==> config.mk <==
export PLATFORM = sky130hd
export DESIGN_NAME = dma_reload_chan
export DESIGN_NICKNAME = d
export VERILOG_FILES = /design/src/rtl/dma_rl_pkg.sv /design/src/rtl/dma_rl_regs.sv /design/src/rtl/dma_rl_addr.sv /design/src/rtl/dma_rl_seq.sv /design/src/rtl/dma_reload_chan.sv
export SDC_FILE = /design/constraint.sdc
export NUM_CORES = 1
export LEC_CHECK = 0
export BUFFER_PORTS_ARGS = -buffer_cell sky130_fd_sc_hd__buf_2
export CELL_PAD_IN_SITES_DETAIL_PLACEMENT = 2
export CELL_PAD_IN_SITES_GLOBAL_PLACEMENT = 2
export CORE_MARGIN = 3
export CORE_UTILIZATION = 36
export DETAILED_ROUTE_END_ITERATION = 10
export PLACE_DENSITY_LB_ADDON = 0.1
export SLEW_MARGIN = 15
export SYNTH_ARGS = -nofsm -noshare
export SYNTH_HDL_FRONTEND = slang
export SYNTH_SLANG_ARGS = --single-unit
==> constraint.sdc <==
create_clock -name clk -period 4.6 [get_ports clk]
set_input_delay 0.23 -clock clk [delete_from_list [all_inputs] [get_ports clk]]
set_output_delay 0.23 -clock clk [all_outputs]
set_load 0.05 [all_outputs]
==> src/rtl/dma_rl_pkg.sv <==
package dma_rl_pkg;
  typedef enum logic [1:0] {
    ST_IDLE = 2'd0,
    ST_RD   = 2'd1,
    ST_WR   = 2'd2
  } seq_st_e;

  localparam logic [1:0] SEL_SRC  = 2'd0;
  localparam logic [1:0] SEL_DST  = 2'd1;
  localparam logic [1:0] SEL_CNT  = 2'd2;
  localparam logic [1:0] SEL_CTRL = 2'd3;

  localparam int CTL_EN  = 0;
  localparam int CTL_REL = 1;
  localparam int CTL_IE  = 2;
  localparam int CTL_CLR = 3;
  localparam int CTL_W   = 4;
endpackage

==> src/rtl/dma_rl_regs.sv <==
module dma_rl_regs
  import dma_rl_pkg::*;
#(
  parameter int CW = 16
) (
  input  logic              clk,
  input  logic              rst_n,
  input  logic              cfg_we,
  input  logic [1:0]        cfg_sel,
  input  logic [CW-1:0]     cnt_wdata,
  input  logic [CTL_W-1:0]  ctl_wdata,
  input  logic              xfer_done,
  output logic              ch_en,
  output logic              rel_en,
  output logic              irq_en,
  output logic              done,
  output logic              cnt_zero,
  output logic              cnt_last
);
  logic [CW-1:0] cnt_q, cnt_d;
  logic          en_d, rel_d, ie_d, done_d;
  logic          wr_cnt, wr_ctl;

  assign wr_cnt   = cfg_we && (cfg_sel == SEL_CNT);
  assign wr_ctl   = cfg_we && (cfg_sel == SEL_CTRL);
  assign cnt_zero = (cnt_q == '0);
  assign cnt_last = (cnt_q == CW'(1));

  always_comb begin
    cnt_d  = cnt_q;
    en_d   = ch_en;
    rel_d  = rel_en;
    ie_d   = irq_en;
    done_d = done;
    if (xfer_done) begin
      cnt_d = cnt_q - CW'(1);
      if (cnt_last) begin
        done_d = 1'b1;
        en_d   = 1'b0;
      end
    end
    if (wr_cnt) cnt_d = cnt_wdata;
    if (wr_ctl) begin
      en_d  = ctl_wdata[CTL_EN];
      rel_d = ctl_wdata[CTL_REL];
      ie_d  = ctl_wdata[CTL_IE];
      if (ctl_wdata[CTL_CLR]) done_d = 1'b0;
    end
  end

  always_ff @(posedge clk or negedge rst_n) begin
    if (!rst_n) begin
      cnt_q  <= '0;
      ch_en  <= 1'b0;
      rel_en <= 1'b0;
      irq_en <= 1'b0;
      done   <= 1'b0;
    end else begin
      cnt_q  <= cnt_d;
      ch_en  <= en_d;
      rel_en <= rel_d;
      irq_en <= ie_d;
      done   <= done_d;
    end
  end
endmodule

==> src/rtl/dma_rl_addr.sv <==
module dma_rl_addr
  import dma_rl_pkg::*;
#(
  parameter int AW  = 32,
  parameter int GRP = 4
) (
  input  logic          clk,
  input  logic          rst_n,
  input  logic          cfg_we,
  input  logic [1:0]    cfg_sel,
  input  logic [AW-1:0] cfg_wdata,
  input  logic          start,
  input  logic          xfer_done,
  input  logic          rel_en,
  output logic [AW-1:0] src_cur,
  output logic [AW-1:0] src_base,
  output logic [AW-1:0] dst_cur,
  output logic          grp_last
);
  localparam int GW = (GRP > 1) ? $clog2(GRP) : 1;

  logic [AW-1:0] src_d, base_d, dst_d;
  logic [GW-1:0] grp_q, grp_d;

  assign grp_last = (grp_q == GW'(GRP - 1));

  always_comb begin
    src_d  = src_cur;
    base_d = src_base;
    dst_d  = dst_cur;
    grp_d  = grp_q;
    if (start) grp_d = '0;
    if (xfer_done) begin
      dst_d = dst_cur + AW'(1);
      grp_d = grp_last ? '0 : grp_q + GW'(1);
      src_d = (rel_en && grp_last) ? src_base : src_cur + AW'(1);
    end
    if (cfg_we && (cfg_sel == SEL_SRC)) begin
      src_d  = cfg_wdata;
      base_d = cfg_wdata;
    end
    if (cfg_we && (cfg_sel == SEL_DST)) dst_d = cfg_wdata;
  end

  always_ff @(posedge clk or negedge rst_n) begin
    if (!rst_n) begin
      src_cur  <= '0;
      src_base <= '0;
      dst_cur  <= '0;
      grp_q    <= '0;
    end else begin
      src_cur  <= src_d;
      src_base <= base_d;
      dst_cur  <= dst_d;
      grp_q    <= grp_d;
    end
  end
endmodule

==> src/rtl/dma_rl_seq.sv <==
module dma_rl_seq
  import dma_rl_pkg::*;
#(
  parameter int AW = 32
) (
  input  logic          clk,
  input  logic          rst_n,
  input  logic          ch_en,
  input  logic          rel_en,
  input  logic          cnt_zero,
  input  logic          cnt_last,
  input  logic          grp_last,
  input  logic          dreq,
  input  logic          bus_gnt,
  input  logic [7:0]    bus_rdata,
  input  logic [AW-1:0] src_cur,
  input  logic [AW-1:0] dst_cur,
  output logic          bus_req,
  output logic          bus_rd,
  output logic          bus_wr,
  output logic [AW-1:0] bus_addr,
  output logic [7:0]    bus_wdata,
  output logic          start,
  output logic          xfer_done
);
  seq_st_e    st_q, st_d;
  logic       pend_q, pend_d;
  logic [7:0] dat_q, dat_d;
  logic       dat_en;

  assign bus_req   = (st_q != ST_IDLE);
  assign bus_rd    = (st_q == ST_RD) && bus_gnt;
  assign bus_wr    = (st_q == ST_WR) && bus_gnt;
  assign bus_addr  = (st_q == ST_WR) ? dst_cur : src_cur;
  assign bus_wdata = dat_q;
  assign start     = (st_q == ST_IDLE) && pend_q && ch_en && !cnt_zero;
  assign xfer_done = bus_wr;
  assign dat_en    = bus_rd;

  always_comb begin
    st_d   = st_q;
    pend_d = pend_q;
    dat_d  = dat_en ? bus_rdata : dat_q;
    unique case (st_q)
      ST_IDLE: begin
        if (start) begin
          st_d   = ST_RD;
          pend_d = 1'b0;
        end else if (dreq) begin
          pend_d = 1'b1;
        end
      end
      ST_RD: if (bus_gnt) st_d = ST_WR;
      ST_WR: begin
        if (bus_gnt) begin
          if (cnt_last || (rel_en && grp_last)) st_d = ST_IDLE;
          else                                  st_d = ST_RD;
        end
      end
      default: st_d = ST_IDLE;
    endcase
  end

  always_ff @(posedge clk or negedge rst_n) begin
    if (!rst_n) begin
      st_q   <= ST_IDLE;
      pend_q <= 1'b0;
      dat_q  <= '0;
    end else begin
      st_q   <= st_d;
      pend_q <= pend_d;
      dat_q  <= dat_d;
    end
  end
endmodule

==> src/rtl/dma_reload_chan.sv <==
module dma_reload_chan
  import dma_rl_pkg::*;
#(
  parameter int AW  = 32,
  parameter int CW  = 16,
  parameter int GRP = 4
) (
  input  logic          clk,
  input  logic          rst_n,
  input  logic          cfg_we,
  input  logic [1:0]    cfg_sel,
  input  logic [AW-1:0] cfg_wdata,
  input  logic          dreq,
  output logic          bus_req,
  input  logic          bus_gnt,
  output logic          bus_rd,
  output logic          bus_wr,
  output logic [AW-1:0] bus_addr,
  output logic [7:0]    bus_wdata,
  input  logic [7:0]    bus_rdata,
  output logic          irq
);
  logic [1:0]    rst_sync;
  logic          rst_int_n;
  logic          ch_en, rel_en, irq_en, done, cnt_zero, cnt_last;
  logic          start, xfer_done, grp_last;
  logic [AW-1:0] src_cur, src_base, dst_cur;

  always_ff @(posedge clk or negedge rst_n) begin
    if (!rst_n) rst_sync <= 2'b00;
    else        rst_sync <= {rst_sync[0], 1'b1};
  end
  assign rst_int_n = rst_sync[1];

  dma_rl_regs #(.CW(CW)) regs_i (
    .clk       (clk),
    .rst_n     (rst_int_n),
    .cfg_we    (cfg_we),
    .cfg_sel   (cfg_sel),
    .cnt_wdata (cfg_wdata[CW-1:0]),
    .ctl_wdata (cfg_wdata[CTL_W-1:0]),
    .xfer_done (xfer_done),
    .ch_en     (ch_en),
    .rel_en    (rel_en),
    .irq_en    (irq_en),
    .done      (done),
    .cnt_zero  (cnt_zero),
    .cnt_last  (cnt_last)
  );

  dma_rl_addr #(.AW(AW), .GRP(GRP)) addr_i (
    .clk       (clk),
    .rst_n     (rst_int_n),
    .cfg_we    (cfg_we),
    .cfg_sel   (cfg_sel),
    .cfg_wdata (cfg_wdata),
    .start     (start),
    .xfer_done (xfer_done),
    .rel_en    (rel_en),
    .src_cur   (src_cur),
    .src_base  (src_base),
    .dst_cur   (dst_cur),
    .grp_last  (grp_last)
  );

  dma_rl_seq #(.AW(AW)) seq_i (
    .clk       (clk),
    .rst_n     (rst_int_n),
    .ch_en     (ch_en),
    .rel_en    (rel_en),
    .cnt_zero  (cnt_zero),
    .cnt_last  (cnt_last),
    .grp_last  (grp_last),
    .dreq      (dreq),
    .bus_gnt   (bus_gnt),
    .bus_rdata (bus_rdata),
    .src_cur   (src_cur),
    .dst_cur   (dst_cur),
    .bus_req   (bus_req),
    .bus_rd    (bus_rd),
    .bus_wr    (bus_wr),
    .bus_addr  (bus_addr),
    .bus_wdata (bus_wdata),
    .start     (start),
    .xfer_done (xfer_done)
  );

  assign irq = done && irq_en;
endmodule

==> flow_metrics.py, run 1 <==
metrics = {
    "floorplan": {
        "fp.dieW_microns": 148,
        "core_area_sq_mm": 0.0196,
        "dieArea_sq_mm": 0.0218,
        "dieHeight_microns": 148,
        "ioPinCount": 91,
        "rows": 51,
        "start_util_pct": 36.8,
    },
    "sta": {
        "setup_slack_ps": 1940,
        "hold_violations": 0,
        "fmax_mhz": 376,
        "finalCriticalPeriod_ps": 2660,
        "rsz0062_at_grt": "false",
        "worstMarginPinSlew_ps": 1040,
        "hold_slack_ps": 11.2,
        "post-route-period-util_pct": 57.8,
        "tns_ps": 0,
        "finalSetupViolations": 0,
        "relSlewSlack_pct": 30.6,
        "fin_worst_skew_ps": 8.98,
        "final-max-slew-violation-count": 0,
    },
    "logic_synthesis": {
        "yosys.area.top_type": "dfrtp_1",
        "synth_ff_type": "dfrtp_1",
        "synth-seq-cells": 131,
        "synth_cells": 821,
        "synth_top_cells_by_area": "dfrtp_1 45%, nand2_1 8.6%, a21oi_1 5.3%, mux2_2 5.2%, nor2_1 4.5%",
        "syn_area_sq_mm": 0.00721,
        "synth_edf_count": 0,
        "synthSimpleGateAreaFrac_pct": 25.2,
        "synth_cell_types": 66,
        "synth_xor_area_share_pct": 7.16,
        "ys_async_sr_fraction_pct": 100,
        "synth_top_family_by_area": "simple AND/OR/NAND/NOR gates",
        "synth_warnings": 0,
        "synth_compound_area_share_pct": 12.6,
        "synth_top_cell_area_share_pct": 45.4,
        "synth_area_per_cell_sq_um": 8.79,
        "synth_fa_ha_area_share_pct": 0.867,
        "synthMuxAreaShare_pct": 5.84,
        "yosysSeqAreaShare_pct": 45.4,
        "synth.net_count": 873,
    },
    "routing": {
        "ant_nets": 0,
        "drtIter0Drc": 271,
        "vias": 6594,
        "vias_per_cell": 5.58,
        "dr.pass1.iters": 4,
        "drc_errors": 0,
        "wire_per_inst_microns": 21.7,
        "drt-total-wl_microns": 25600,
    },
    "clock_network": {
        "cts_tree": "done",
        "cts_sinks": 131,
        "root_buffer": "clkbuf_16",
        "clk_pin_slew_ps": 60,
        "htreeDepth": 4,
        "cts_buffers": 17,
        "clock_latency_ps": 420,
        "postCtsSetupBuffers": 0,
        "clockBufferDepth": 2,
    },
    "placed_design": {
        "place.port_buffers": 90,
        "dp_slack_ps": 2060,
        "hpwlAfterDp_microns": 17600,
        "globalplace.congestion": 0.805,
    },
    "layout": {
        "antenna_cells": 0,
        "mostFrequentLayoutCells": "166 x nand2_1, 130 x dfrtp_1, 90 x buf_2, 87 x nor2_1, 77 x a21oi_1",
        "layout_commonest_cell": "nand2_1",
        "drive_gt1_share_pct": 20.3,
        "syn_to_final_growth_pct": 19.5,
        "fin_nets": 955,
    },
    "worst_hold_path": {
        "hp-start": "bus_rdata[5]",
        "hold_path_class": "input pin to flop",
    },
    "grt": {
        "grt_usage_pct": 24.0,
        "grt_antenna_before_repair": 0,
        "grt_busiest_layer": "met2",
        "overflow": 0,
        "grt_max_degree": 49,
        "grt_pass1_wl_microns": 41000,
        "grtUsageMet2_pct": 40.9,
        "use_met3_pct": 3.56,
        "use_met1_pct": 31.8,
        "grt_pass1_vias": 7260,
    },
    "power": {
        "p_leak_nw": 3.82,
        "p_int_mw": 3.01,
        "seq_power_share_pct": 34.6,
        "powerDensity_mw_per_mm2": 606,
        "clkPwrFrac_pct": 29.1,
        "swShare_pct": 42.4,
        "power_mw": 5.23,
        "switchingPower_mw": 2.22,
        "vdd_drop_max_mv": 0.319,
        "pwr-share-comb_pct": 36.3,
    },
    "worst_setup_path": {
        "critPathLaunchType": "flop",
        "crit_required_ps": 4370,
        "end_kind": "output pin",
        "r2r_start": "addr_i.src_cur[0]",
        "critPathKind": "flop to output pin",
        "cp_max_fo": 36,
        "cp.arrival_ps": 2430,
        "startpoint": "seq_i.st_q[0]",
    },
    "job": {
        "max-cap-violations": 0,
    },
    "run_status": {
        "status": "complete, no violations",
    },
}
## worst max-delay path: stages (launching register included)
cell and delay (ps):
dfrtp_1 410, nand2b_2 690, o21ai_0 540, buf_2 340
## layout make-up
class,count,area [sq um]
Fill cell,2196,11000
Multi-Input combinational cell,637,3740
Sequential cell,131,3280
Timing Repair Buffer,105,573
Clock buffer,19,443
Tap cell,265,332
Clock inverter,13,206
Inverter,11,41.3
## state kept, by name, indices dropped and copies added (netlist names)
register / flops
regs_i.cnt_q: 16
seq_i.bus_wdata: 8
rst_sync: 2
regs_i.ch_en: 1
addr_i.dst_cur: 32
regs_i.done: 1
addr_i.grp_q: 2
regs_i.rel_en: 1
regs_i.irq_en: 1
addr_i.src_cur: 32
addr_i.src_base: 32
seq_i.st_q: 2
seq_i.pend_q: 1
## power by group through the flow
stage	clock network [mW]	registers (mW)	logic, mW
2_1_floorplan	0	1.81	1.34
3_3_place_gp	0	1.79	1.82
3_5_place_dp	0	1.82	1.89
4_1_cts	1.55	1.81	1.92
5_1_grt	1.59	1.86	2.05
6_report	1.52	1.81	1.90
## cell families after synthesis
family                   after synthesis
AND/OR/NAND/NOR                      380
AO/OA/AOI/OAI                        154
flip-flops                           131
XOR/XNOR                              59
buffers and inverters                 53
multiplexers                          38
adder cells (fa/ha/maj)                5
other                                  1
## worst paths after layout
kind                            depth (start not counted)  slack [ps]                   to
worst max-delay path                                    3        1940          bus_addr[6]
worst min-delay path                                    3          10   seq_i.bus_wdata[5]
worst max register to register                          7        2050   addr_i.src_cur[24]
worst min register to register                          0         320  addr_i.src_base[17]
max in group asynchronous                               1        3190      regs_i.cnt_q[5]
min in group asynchronous                               2         120          rst_sync[1]
## per-layer routing
layer	up-vias	wire, microns
met5	-	0
met4	0	473
met3	29	1090
met2	148	12800
met1	3407	11300
li1	3010	-
## timing repair
action                                 CTS  global route
endpoints found under the hold margin    5             0
hold buffers                             4             0
resized for setup                        0             0
## cells in the mapped netlist (all sizes together) (3+ instances only)
| cell type | instances |
|---|---|
| a211o | 3 |
| a211oi | 3 |
| a21oi | 77 |
| a31oi | 7 |
| and2 | 5 |
| and3 | 22 |
| and4 | 8 |
| buf | 12 |
| clkbuf | 30 |
| dfrtp | 131 |
| ha | 5 |
| inv | 10 |
| mux2 | 33 |
| mux2i | 5 |
| nand2 | 166 |
| nand2b | 3 |
| nand3 | 29 |
| nand3b | 5 |
| nand4 | 14 |
| nor2 | 87 |
| nor2b | 4 |
| nor3 | 18 |
| nor4 | 8 |
| o21ai | 30 |
| o221ai | 12 |
| o22ai | 4 |
| or3 | 4 |
| xnor2 | 32 |
| xor2 | 27 |
## through the flow
stage	util, %	area, sq um	std cells
2_1_floorplan	-	7210	821
3_3_place_gp	40.5	7930	1145
3_5_place_dp	40.5	7930	1145
4_1_cts	44.0	8620	1181
5_1_grt	44.0	8620	1181
6_report	44.0	8620	1181
No activity file was read; power rests on OpenSTA's default activity.
==> run 2, diff against run 1 <==
CORE_UTILIZATION = 32   (was 36)
clock period = 2.3 ns   (was 4.6 ns; I/O delays follow)
==> run 2 against run 1 <==
Global-route usage is 1.3 points lower. Non-clock buffer count is 51 higher. Power up 100%. Cell area up 6.6%. Register-to-register slack got worse by 1900 ps. Sequential power rose by 98%. Critical path depth increased by 3. Count of clock-buffer cells in the layout rose by 1. Final cell count grew 5.6%. Sequential share of layout area decreased by 2.3 points. Critical path type is now flop to flop. Largest power group unchanged.
==> flow_metrics.py, run 2 (synthesis gave the netlist of run 1 again) <==
metrics = {
    "layout": {
        "fillCellCount": 2427,
        "largestRegisters": "addr_i.dst_cur (32), addr_i.src_base (32), addr_i.src_cur (32)",
        "multi_input_area_sq_mm": 0.00377,
        "antenna_cells": 0,
        "mostFrequentLayoutCells": "166 x nand2_1, 130 x dfrtp_1, 89 x buf_2, 86 x nor2_1, 77 x a21oi_1",
        "fin_cells": 1247,
        "seqCellArea_sq_mm": 0.00328,
        "layout_commonest_cell": "nand2_1",
        "final_cell_area_sq_mm": 0.00919,
        "fin_nets": 1006,
        "drive_gt1_share_pct": 21.8,
        "syn_to_final_growth_pct": 27.3,
    },
    "clock_network": {
        "cts_tree": "done",
        "cts_sinks": 131,
        "clockBufferDepth": 2,
        "clock_latency_ps": 430,
        "htreeDepth": 4,
        "root_buffer": "clkbuf_16",
        "postCtsSetupBuffers": 0,
        "clk_pin_slew_ps": 60,
        "cts_buffers": 17,
    },
    "power": {
        "powerDensity_mw_per_mm2": 1160,
        "p_int_mw": 6.19,
        "vdd_drop_max_mv": 0.688,
        "switchingPower_mw": 4.50,
        "swShare_pct": 42.1,
        "pwr-share-comb_pct": 37.6,
        "clkPwrFrac_pct": 28.9,
        "seq_power_share_pct": 33.5,
        "p_leak_nw": 4.08,
    },
    "floorplan": {
        "dieHeight_microns": 156,
        "rows": 54,
        "start_util_pct": 32.9,
        "dieArea_sq_mm": 0.0244,
        "fp.dieW_microns": 156,
        "core_area_sq_mm": 0.0220,
        "ioPinCount": 91,
    },
    "routing": {
        "drtIter0Drc": 295,
        "drt-total-wl_microns": 26800,
        "drc_errors": 0,
        "vias": 6696,
        "dr.pass1.iters": 4,
        "wire_per_inst_microns": 21.5,
        "vias_per_cell": 5.37,
        "ant_nets": 0,
    },
    "placed_design": {
        "placed_cell_area_sq_mm": 0.00816,
        "place.port_buffers": 90,
        "dp.cells": 1181,
        "hpwlAfterDp_microns": 18600,
        "globalplace.congestion": 0.833,
        "dp_slack_ps": -45.2,
    },
    "job": {
        "max-cap-violations": 0,
    },
    "worst_setup_path": {
        "critPathLaunchType": "flop",
        "cp_max_fo": 6,
        "cp.arrival_ps": 2430,
        "critPathKind": "flop to flop",
        "crit_required_ps": 2600,
        "end_kind": "flop",
    },
    "sta": {
        "relSlewSlack_pct": 52.3,
        "finalCriticalPeriod_ps": 2140,
        "post-route-period-util_pct": 92.9,
        "fmax_mhz": 468,
        "hold_violations": 0,
        "fin_worst_skew_ps": 11.1,
        "setup_slack_ps": 163,
        "worstMarginPinSlew_ps": 714,
        "tns_ps": 0,
        "hold_slack_ps": 9.63,
        "finalSetupViolations": 0,
        "final-max-slew-violation-count": 0,
        "rsz0062_at_grt": "false",
    },
    "grt": {
        "grt_usage_pct": 22.6,
        "grt_pass1_wl_microns": 43100,
        "grt_pass1_vias": 7595,
        "grt_max_degree": 55,
        "overflow": 0,
        "grt_antenna_before_repair": 0,
    },
    "run_status": {
        "status": "complete, no violations",
    },
    "worst_hold_path": {
        "hold_path_class": "input pin to flop",
    },
}
==> run 2: cell count changes in the layout (fill, tap and decap cells not counted), moves of 2 or more <==
cell	previous run	this run
dlygate4sd3_1	4	34
nor3_2	4	6
buf_12	0	4
buf_4	11	28
nor3_1	14	12
==> run 2: through the flow <==
step / utilization, % / power, mW
6_report: 41.8 / 10.7
5_1_grt: 41.8 / 11.3
4_1_cts: 41.7 / 10.8
3_5_place_dp: 37.1 / 7.55
3_3_place_gp: 37.1 / 7.39
2_1_floorplan: - / 6.31
==> run 2: critical path, cell delays in order (launching register included) <==
cell and delay (ps):
dfrtp_1 470, and4_1 380, nand2b_2 150, or3_4 430, nor3_2 220, mux2i_1 280
a22oi_2 70
==> run 2: power groups by stage <==
stage | Clock [mW] | Combinational, mW | Sequential, mW
6_report | 3.09 | 4.02 | 3.58
5_1_grt | 3.25 | 4.33 | 3.68
4_1_cts | 3.15 | 4.05 | 3.57
3_5_place_dp | 0 | 3.94 | 3.60
3_3_place_gp | 0 | 3.86 | 3.53
2_1_floorplan | 0 | 2.69 | 3.63
==> run 2: final timing paths <==
check                                        from                 end  slack, ps  cells past startpoint
worst max-delay path            addr_i.src_cur[0]  addr_i.src_cur[31]        160                      6
worst min-delay path                 cfg_wdata[3]  addr_i.src_base[3]         10                      3
worst max register to register  addr_i.src_cur[0]  addr_i.src_cur[31]        160                      6
worst min register to register        rst_sync[1]  addr_i.dst_cur[16]        300                      0
max in group asynchronous             rst_sync[1]     addr_i.grp_q[0]       1290                      1
min in group asynchronous             rst_sync[1]  addr_i.dst_cur[16]        300                      0
==> run 2: metal layers <==
metal	vias to the layer above	GRT usage (%)	part of all wire [%]
met5	-	0	0
met4	0	5.46	0.98
met3	22	2.80	3.2
met2	104	38.6	49
met1	3453	30.8	47
li1	3117	-	-
==> run 2: repair_timing <==
item                       4_1_cts  5_1_grt
hold buffers                    34        0
setup endpoints to repair        4        9
hold endpoints to repair        59        0
gates resized for setup          1        6
==> run 2: area by class of cell <==
class                   instances  area share [%]
clock buffers                  20            4.97
repair buffers                156            11.8
flip-flops and latches        131            35.7
inverters                      11           0.450
well taps                     280            3.81
clock inverters                12            2.21
multi-input cells             637            41.0
